$ cat config.mk
export PLATFORM = sky130hd
export DESIGN_NAME = dualq_sequencer
export DESIGN_NICKNAME = d
export VERILOG_FILES = /design/src/rtl/dualq_pkg.sv /design/src/rtl/dualq_dpath.sv /design/src/rtl/dualq_ctrl.sv /design/src/rtl/dualq_sequencer.sv
export SDC_FILE = /design/constraint.sdc
export NUM_CORES = 1
export LEC_CHECK = 0
export ABC_AREA = 1
export BUFFER_PORTS_ARGS = -buffer_cell sky130_fd_sc_hd__buf_2
export CORE_MARGIN = 3
export CORE_UTILIZATION = 55
export CTS_BUF_LIST = sky130_fd_sc_hd__clkbuf_4 sky130_fd_sc_hd__clkbuf_8
export DETAILED_ROUTE_END_ITERATION = 10
export PLACE_DENSITY_LB_ADDON = 0.3
export SLEW_MARGIN = 20
export SYNTH_ARGS = -nofsm -noshare
export SYNTH_HDL_FRONTEND = slang
export SYNTH_SLANG_ARGS = --single-unit
$ cat constraint.sdc
create_clock -name clk -period 3.3 [get_ports clk]
set_clock_uncertainty 0.1 [all_clocks]
set_input_delay 0.33 -clock clk [delete_from_list [all_inputs] [get_ports clk]]
set_output_delay 0.33 -clock clk [all_outputs]
set_load 0.005 [all_outputs]
$ cat src/rtl/dualq_pkg.sv
`timescale 1ns/1ps
package dualq_pkg;
  localparam int CH_W = 6;
  localparam logic [CH_W-1:0] CH_END = '1;

  typedef struct packed {
    logic            pause;
    logic [1:0]      sampleCode;
    logic [CH_W-1:0] chan;
  } cmdWord_t;

  localparam int CMD_W = $bits(cmdWord_t);

  typedef struct packed {
    logic launch;
    logic abort;
    logic store;
  } seqStrobe_t;

  typedef enum logic [1:0] {
    SRC_SW    = 2'd0,
    SRC_TIMER = 2'd1,
    SRC_EDGE  = 2'd2,
    SRC_GATE  = 2'd3
  } trigSrc_e;
endpackage

$ cat src/rtl/dualq_dpath.sv
`timescale 1ns/1ps
module dualq_dpath
  import dualq_pkg::*;
#(
  parameter int DEPTH = 64,
  parameter int RES_W = 10,
  localparam int IDX_W = $clog2(DEPTH)
) (
  input  logic             clk,
  input  logic             rstN,
  input  logic             cmdWe,
  input  logic [IDX_W-1:0] cmdAddr,
  input  logic [CMD_W-1:0] cmdData,
  input  logic [IDX_W-1:0] rdIdx,
  input  seqStrobe_t       stb,
  output logic             cmdPause,
  output logic [CH_W-1:0]  cmdChan,
  output logic [CH_W-1:0]  convCh,
  output logic [1:0]       convSt,
  output logic             convStart,
  output logic             convAbort,
  input  logic [RES_W-1:0] convResult,
  output logic             resWr,
  output logic [IDX_W-1:0] resIdx,
  output logic [RES_W-1:0] resData
);
  logic [CMD_W-1:0] cmdMem [DEPTH];
  cmdWord_t         rdWord;
  logic [IDX_W-1:0] curIdx;

  always_ff @(posedge clk) begin
    if (cmdWe) cmdMem[cmdAddr] <= cmdData;
  end

  assign rdWord   = cmdWord_t'(cmdMem[rdIdx]);
  assign cmdPause = rdWord.pause;
  assign cmdChan  = rdWord.chan;

  always_ff @(posedge clk or negedge rstN) begin
    if (!rstN) begin
      convStart <= 1'b0;
      curIdx    <= '0;
      convCh    <= '0;
      convSt    <= '0;
    end else begin
      convStart <= stb.launch;
      if (stb.launch) begin
        curIdx <= rdIdx;
        convCh <= rdWord.chan;
        convSt <= rdWord.sampleCode;
      end
    end
  end

  assign convAbort = stb.abort;
  assign resWr     = stb.store;
  assign resIdx    = curIdx;
  assign resData   = convResult;


  start_single_pulse_chk: assert property (@(posedge clk) disable iff (!rstN)
    convStart |=> !convStart);


  abort_no_start_chk: assert property (@(posedge clk) disable iff (!rstN)
    convAbort |=> !convStart);
endmodule

$ cat src/rtl/dualq_ctrl.sv
`timescale 1ns/1ps
module dualq_ctrl
  import dualq_pkg::*;
#(
  parameter int DEPTH = 64,
  localparam int IDX_W = $clog2(DEPTH)
) (
  input  logic             clk,
  input  logic             rstN,
  input  logic [IDX_W-1:0] q2Start,
  input  logic [1:0]       q1Src,
  input  logic [1:0]       q2Src,
  input  logic [1:0]       scanCont,
  input  logic [1:0]       armSet,
  input  logic [1:0]       swTrig,
  input  logic             timerTick,
  input  logic [1:0]       extTrig,
  input  logic             gateIn,
  input  logic [5:0]       flagClr,
  input  logic [1:0]       doneIe,
  input  logic [1:0]       pauseIe,
  input  logic             cmdPause,
  input  logic [CH_W-1:0]  cmdChan,
  input  logic             convDone,
  output logic [IDX_W-1:0] rdIdx,
  output seqStrobe_t       stb,
  output logic [1:0]       doneFlag,
  output logic [1:0]       pauseFlag,
  output logic [1:0]       ovrFlag,
  output logic [1:0]       irq
);
  typedef enum logic {ST_IDLE, ST_CONV} state_e;
  localparam logic [IDX_W-1:0] LAST_IDX = IDX_W'(DEPTH - 1);

  state_e           state;
  logic             curQ, curPause;
  logic [1:0]       armed, busy, paused, extPrev;
  logic [IDX_W-1:0] ptr1, ptr2, sub2;

  logic [1:0] ev, running, startQ, resumeQ, ovrQ, finVec, parkVec, pauseSet, advVec;
  logic       preempt, selQ, dispatch, endHit, convEnd, lastIdx;

  function automatic logic srcHit(trigSrc_e sel, logic sw, logic tick, logic edgeEv, logic gate);
    case (sel)
      SRC_SW:    return sw;
      SRC_TIMER: return tick;
      SRC_EDGE:  return edgeEv;
      default:   return gate;
    endcase
  endfunction

  always_comb begin
    running = busy & ~paused;
    ev[0] = armed[0] & srcHit(trigSrc_e'(q1Src), swTrig[0], timerTick,
                              extTrig[0] & ~extPrev[0], gateIn);
    ev[1] = armed[1] & srcHit(trigSrc_e'(q2Src), swTrig[1], timerTick,
                              extTrig[1] & ~extPrev[1], 1'b0);
    startQ  = ev & ~busy;
    resumeQ = ev & busy & paused;
    ovrQ    = ev & running;
    if (trigSrc_e'(q1Src) == SRC_GATE) ovrQ[0] = 1'b0;
    preempt = (startQ[0] | resumeQ[0]) & running[1];
    selQ    = ~running[0];
    rdIdx   = ((state == ST_CONV) ? curQ : selQ) ? ptr2 : ptr1;
    lastIdx = (rdIdx == LAST_IDX);
    dispatch = (state == ST_IDLE) & (|running) & ~preempt;
    endHit   = (cmdChan == CH_END) | (~selQ & (ptr1 == q2Start));

    stb.abort  = preempt & (state == ST_CONV) & curQ;
    stb.launch = dispatch & ~endHit;
    convEnd    = (state == ST_CONV) & convDone & ~stb.abort;
    stb.store  = convEnd;

    finVec   = '0;
    parkVec  = '0;
    pauseSet = '0;
    advVec   = '0;
    if (dispatch & endHit) finVec[selQ] = 1'b1;
    if (convEnd) begin
      if (lastIdx) finVec[curQ] = 1'b1;
      else         advVec[curQ] = 1'b1;
      if (curPause) begin
        pauseSet[curQ] = 1'b1;
        if (!lastIdx) parkVec[curQ] = 1'b1;
      end
    end
  end

  always_ff @(posedge clk or negedge rstN) begin
    if (!rstN) begin
      state    <= ST_IDLE;
      curQ     <= 1'b0;
      curPause <= 1'b0;
      armed    <= '0;
      busy     <= '0;
      paused   <= '0;
      extPrev  <= '0;
      ptr1     <= '0;
      ptr2     <= '0;
      sub2     <= '0;
      doneFlag <= '0;
      pauseFlag <= '0;
      ovrFlag  <= '0;
    end else begin
      extPrev <= extTrig;
      if (stb.abort) begin
        state <= ST_IDLE;
      end else if (stb.launch) begin
        state    <= ST_CONV;
        curQ     <= selQ;
        curPause <= cmdPause;
      end else if (convEnd) begin
        state <= ST_IDLE;
      end

      for (int q = 0; q < 2; q++) begin
        if (startQ[q])      busy[q] <= 1'b1;
        else if (finVec[q]) busy[q] <= 1'b0;
        if (parkVec[q])     paused[q] <= 1'b1;
        else if (resumeQ[q] | finVec[q] | startQ[q]) paused[q] <= 1'b0;
        if (armSet[q])      armed[q] <= 1'b1;
        else if (finVec[q] & ~scanCont[q]) armed[q] <= 1'b0;
        if (finVec[q])      doneFlag[q] <= 1'b1;
        else if (flagClr[q]) doneFlag[q] <= 1'b0;
        if (pauseSet[q])    pauseFlag[q] <= 1'b1;
        else if (flagClr[q+2]) pauseFlag[q] <= 1'b0;
        if (ovrQ[q])        ovrFlag[q] <= 1'b1;
        else if (flagClr[q+4]) ovrFlag[q] <= 1'b0;
      end

      if (startQ[0])      ptr1 <= '0;
      else if (advVec[0]) ptr1 <= ptr1 + 1'b1;

      if (startQ[1]) begin
        ptr2 <= q2Start;
        sub2 <= q2Start;
      end else begin
        if (preempt)        ptr2 <= sub2;
        else if (advVec[1]) ptr2 <= ptr2 + 1'b1;
        if (finVec[1])       sub2 <= q2Start;
        else if (parkVec[1]) sub2 <= ptr2 + 1'b1;
      end
    end
  end

  assign irq = (doneFlag & doneIe) | (pauseFlag & pauseIe);


  single_scan_disarm_chk: assert property (@(posedge clk) disable iff (!rstN)
    ($fell(busy[0]) && !$past(scanCont[0]) && !$past(armSet[0])) |-> !armed[0]);


  q1_done_on_end_chk: assert property (@(posedge clk) disable iff (!rstN)
    $fell(busy[0]) |-> doneFlag[0]);


  q2_done_on_end_chk: assert property (@(posedge clk) disable iff (!rstN)
    $fell(busy[1]) |-> doneFlag[1]);


  overrun_needs_busy_chk: assert property (@(posedge clk) disable iff (!rstN)
    $rose(ovrFlag[0]) |-> $past(busy[0]));
endmodule

$ cat src/rtl/dualq_sequencer.sv
`timescale 1ns/1ps
module dualq_sequencer
  import dualq_pkg::*;
#(
  parameter int DEPTH = 64,
  parameter int RES_W = 10,
  localparam int IDX_W = $clog2(DEPTH)
) (
  input  logic             clk,
  input  logic             rstN,
  input  logic             cmdWe,
  input  logic [IDX_W-1:0] cmdAddr,
  input  logic [CMD_W-1:0] cmdData,
  input  logic [IDX_W-1:0] q2Start,
  input  logic [1:0]       q1Src,
  input  logic [1:0]       q2Src,
  input  logic [1:0]       scanCont,
  input  logic [1:0]       armSet,
  input  logic [1:0]       swTrig,
  input  logic             timerTick,
  input  logic [1:0]       extTrig,
  input  logic             gateIn,
  input  logic [5:0]       flagClr,
  input  logic [1:0]       doneIe,
  input  logic [1:0]       pauseIe,
  output logic [CH_W-1:0]  convCh,
  output logic [1:0]       convSt,
  output logic             convStart,
  output logic             convAbort,
  input  logic             convDone,
  input  logic [RES_W-1:0] convResult,
  output logic             resWr,
  output logic [IDX_W-1:0] resIdx,
  output logic [RES_W-1:0] resData,
  output logic [1:0]       doneFlag,
  output logic [1:0]       pauseFlag,
  output logic [1:0]       ovrFlag,
  output logic [1:0]       irq
);
  seqStrobe_t       stb;
  logic [IDX_W-1:0] rdIdx;
  logic             cmdPause;
  logic [CH_W-1:0]  cmdChan;

  dualq_ctrl #(.DEPTH(DEPTH)) uCtrl (
    .clk, .rstN, .q2Start, .q1Src, .q2Src, .scanCont, .armSet, .swTrig,
    .timerTick, .extTrig, .gateIn, .flagClr, .doneIe, .pauseIe,
    .cmdPause, .cmdChan, .convDone, .rdIdx, .stb,
    .doneFlag, .pauseFlag, .ovrFlag, .irq
  );

  dualq_dpath #(.DEPTH(DEPTH), .RES_W(RES_W)) uDpath (
    .clk, .rstN, .cmdWe, .cmdAddr, .cmdData, .rdIdx, .stb,
    .cmdPause, .cmdChan, .convCh, .convSt, .convStart, .convAbort,
    .convResult, .resWr, .resIdx, .resData
  );
endmodule

==> results.toml <==
[run_status]
status = "finished, final reports clean"

[timing]
final_max_slew_viol_count = 0
fmax_mhz = 307
setup_viol = 0
hold_viol_final = 0
fin_crit_ps = 3250
finalWorstSetupSlack_ps = 47.5
slew_headroom_pct = 45.6
period_share_pct = 98.6
setup_tns_ps = 0
rsz0062_at_grt = "yes"
worstMarginPinSlew_ps = 816
whs_ps = 48.2

[yosys]
syn_area_per_cell_sq_um = 11.4
synth_warnings = 0
synth_fp_nets = 2357
synthFlopType = "edfxtp_1"
synthesis.area_sq_um = 26200
synth_top_area_share_pct = 66.1
yosysMostFrequentCell = "nand2_1"
synth-seq-area-share_pct = 70.9
ys_async_sr_fraction_pct = 7.99
synth_area_leader_cell = "edfxtp_1"
syn_inst = 2296
netlist_top_cells_count = "nand2_1 (593), edfxtp_1 (576), nand3_1 (321)"
synth-edff-count = 576
ys_types = 42
ys_seq_elements = 626
synthTopCellsByArea = "edfxtp_1 (66%), nand2_1 (8.5%), nand3_1 (6.1%)"

[place]
place_congestion = 0.942
place_area_sq_um = 28300
pre_cts_slack_ps = -28.0
post-dp-hpwl_mm = 43.2
port_buffers = 73

[floorplan]
start_util_pct = 56.0
die_area_sq_um = 50200
rows = 79
die_h_um = 224
io_pins = 94
core_area_sq_um = 46800
die_width_um = 224

[route]
drc_errors = 0
first_pass_iters = 6
vias_per_cell = 5.99
wirelength_mm = 74.8
drtIter0Drc = 2941
vias = 19633
drt-wirelength-per-cell_um = 22.8
ant_nets = 0

[clock_network]
cts_tree = "done"
clk_pin_slew_ps = 60
clk_latency_ps = 700
cts-buffers-inserted = 98
ctsLongestPathBuffers = 3
clock_sinks = 626
root_buffer = "clkbuf_8"
htreeDepth = 3

[min_path]
min_path_cells = 1
holdCritStartpoint = "cmdData[2]"
hold_path.class = "in -> reg"
hold_end = "uDpath.cmdMem[5][2]"

[setup_path]
cp.arrival_ps = 3770
critPathCaptureType = "flip-flop"
worstSetupPathType = "reg -> reg"
cp_max_fo = 10
rr_endpoint = "uCtrl.sub2[2]"
cp_slowest_cell = "dfrtp_2"
r2r_slack_ps = 50
cp-start-kind = "flip-flop"
cp_cell_sequence = "inv_4, nand3_4, nand2_4, buf_6, o21ai_4, clkbuf_16, clkbuf_16, clkbuf_16, nand3_1, nand3_1, nand3_2, nand3_1, nand3_1, nand2_2, nor2_2, nand3_2, nand2_4, nand3_4, nand3_4, nor2_4, nand2_1, nand2_1"
r2r_cells = 22
cp_slowest_stage_delay_ps = 470
crit_required_ps = 3810
reg2reg_from = "uCtrl.state"
cp_common_cell = "nand3_1"

[global_routing]
first_global_vias = 18405
grt.total_usage_pct = 27.8
antenna_found_initial = 4
grt_pass1_wl_mm = 107
grt_max_degree = 65
gr-total-overflow = 0

[cells_and_area]
layout.nets = 2651
finalInstanceArea_sq_um = 31900
drive_gt1_share_pct = 22.3
area_delta_synth_final_pct = 21.9
fill_cells = 3182

[run]
maxCapViolCount = 0

[power_and_ir_drop]
total_power_w = 0.0360
p_leak_nw = 12.2
irDropWorstVdd_mv = 0.576
power_density_nw_per_um2 = 1130
cells by family after synthesis:
| kind of cell | after synthesis | synth area share, % |
|---|---|---|
| and+or+nand+nor | 1153 | 18.8 |
| DFF | 626 | 70.9 |
| AOI/OAI and AO/OA | 255 | 5.65 |
| buffers and inverters | 255 | 4.40 |
| xor gates and xnor gates | 5 | 0.167 |
| adders and majority gates | 2 | 0.0956 |
worst max-delay path, delay by kind of cell, from the launching register on:
| family | cells | cell delay (ps) |
|---|---|---|
| AND/OR/NAND/NOR | 16 | 1610 |
| AO/OA/AOI/OAI | 1 | 250 |
| flip-flops | 1 | 470 |
| buffers and inverters | 5 | 730 |
power by group:
group	total [W]	switching, W	internal, W
Clock	0.00628	0.00302	0.00326
Combinational	0.0205	0.0125	0.00791
Sequential	0.00922	0.000230	0.00899
routing by layer:
| metal | GRT usage [%] | part of all wire (%) | vias to the layer above |
|---|---|---|---|
| met1 | 38.4 | 38 | 9448 |
| met2 | 44.6 | 47 | 1329 |
| met3 | 5.71 | 11 | 179 |
| met5 | 0 | 0.052 | - |
| met4 | 9.80 | 3.2 | 6 |
| li1 | - | - | 8671 |
metrics by stage:
stage / util [%] / instances
final: 68.3 / 3277
after global placement: 60.5 / 3013
after floorplan: - / 2296
after CTS: 65.4 / 3223
after global routing: 68.3 / 3276
after detailed placement: 60.5 / 3013
flip-flops by register name, indices dropped and copies added (netlist names), 6 cells and up:
signal and flops:
uDpath.resIdx 6, uDpath.cmdMem 576, uDpath.convCh 6, uCtrl.ptr1 6, uCtrl.ptr2 6, uCtrl.sub2 6
placed cells by master, fill, tap and decap left out, drive strengths merged, types with 2 or more instances in the layout:
cell type	n
o211ai	17
clkbuf	143
nor4	8
a221oi	3
o21ai	143
ha	2
edfxtp	576
nor2	190
nand4	18
clkinv	47
o22ai	35
xor2	4
bufinv	2
nand2	601
o221ai	17
dlygate4sd3	25
a21oi	33
nor3	7
dfrtp	50
nand3	328
buf	281
a22o	2
clkinvlp	3
o21a	2
inv	125
worst max path at each step:
| stage | startpoint | endpoint | cells after the start |
|---|---|---|---|
| 3_3_place_gp | uCtrl.state | uCtrl.sub2[4] | 21 |
| 6_report | uCtrl.state | uCtrl.sub2[2] | 22 |
| 3_5_place_dp | uCtrl.state | uCtrl.sub2[4] | 21 |
| 2_1_floorplan | uCtrl.paused[0] | uCtrl.sub2[4] | 23 |
| 4_1_cts | uCtrl.paused[0] | uCtrl.armed[1] | 26 |
| 5_1_grt | uCtrl.state | uCtrl.sub2[3] | 26 |
layout make-up:
class,instances,area (sq um),share of cell area (%)
multi-input cells,1416,7090,22.2
repair buffers,325,3180,9.96
clock inverters,54,302,0.945
diodes,1,2.50,0.00784
well taps,607,759,2.38
clock buffers,125,1560,4.90
inverters,123,467,1.46
flip-flops and latches,626,18600,58.1
timing repair:
action                                  CTS  global route
hold buffers                             25             0
setup buffers                             2            32
pin swaps                                 3            30
endpoints found under the setup margin    7            29
hold endpoints to repair                 78             0
gates cloned                              4            21
resized for setup                         9           138
Note: power is estimated with default switching activity, not from simulation.
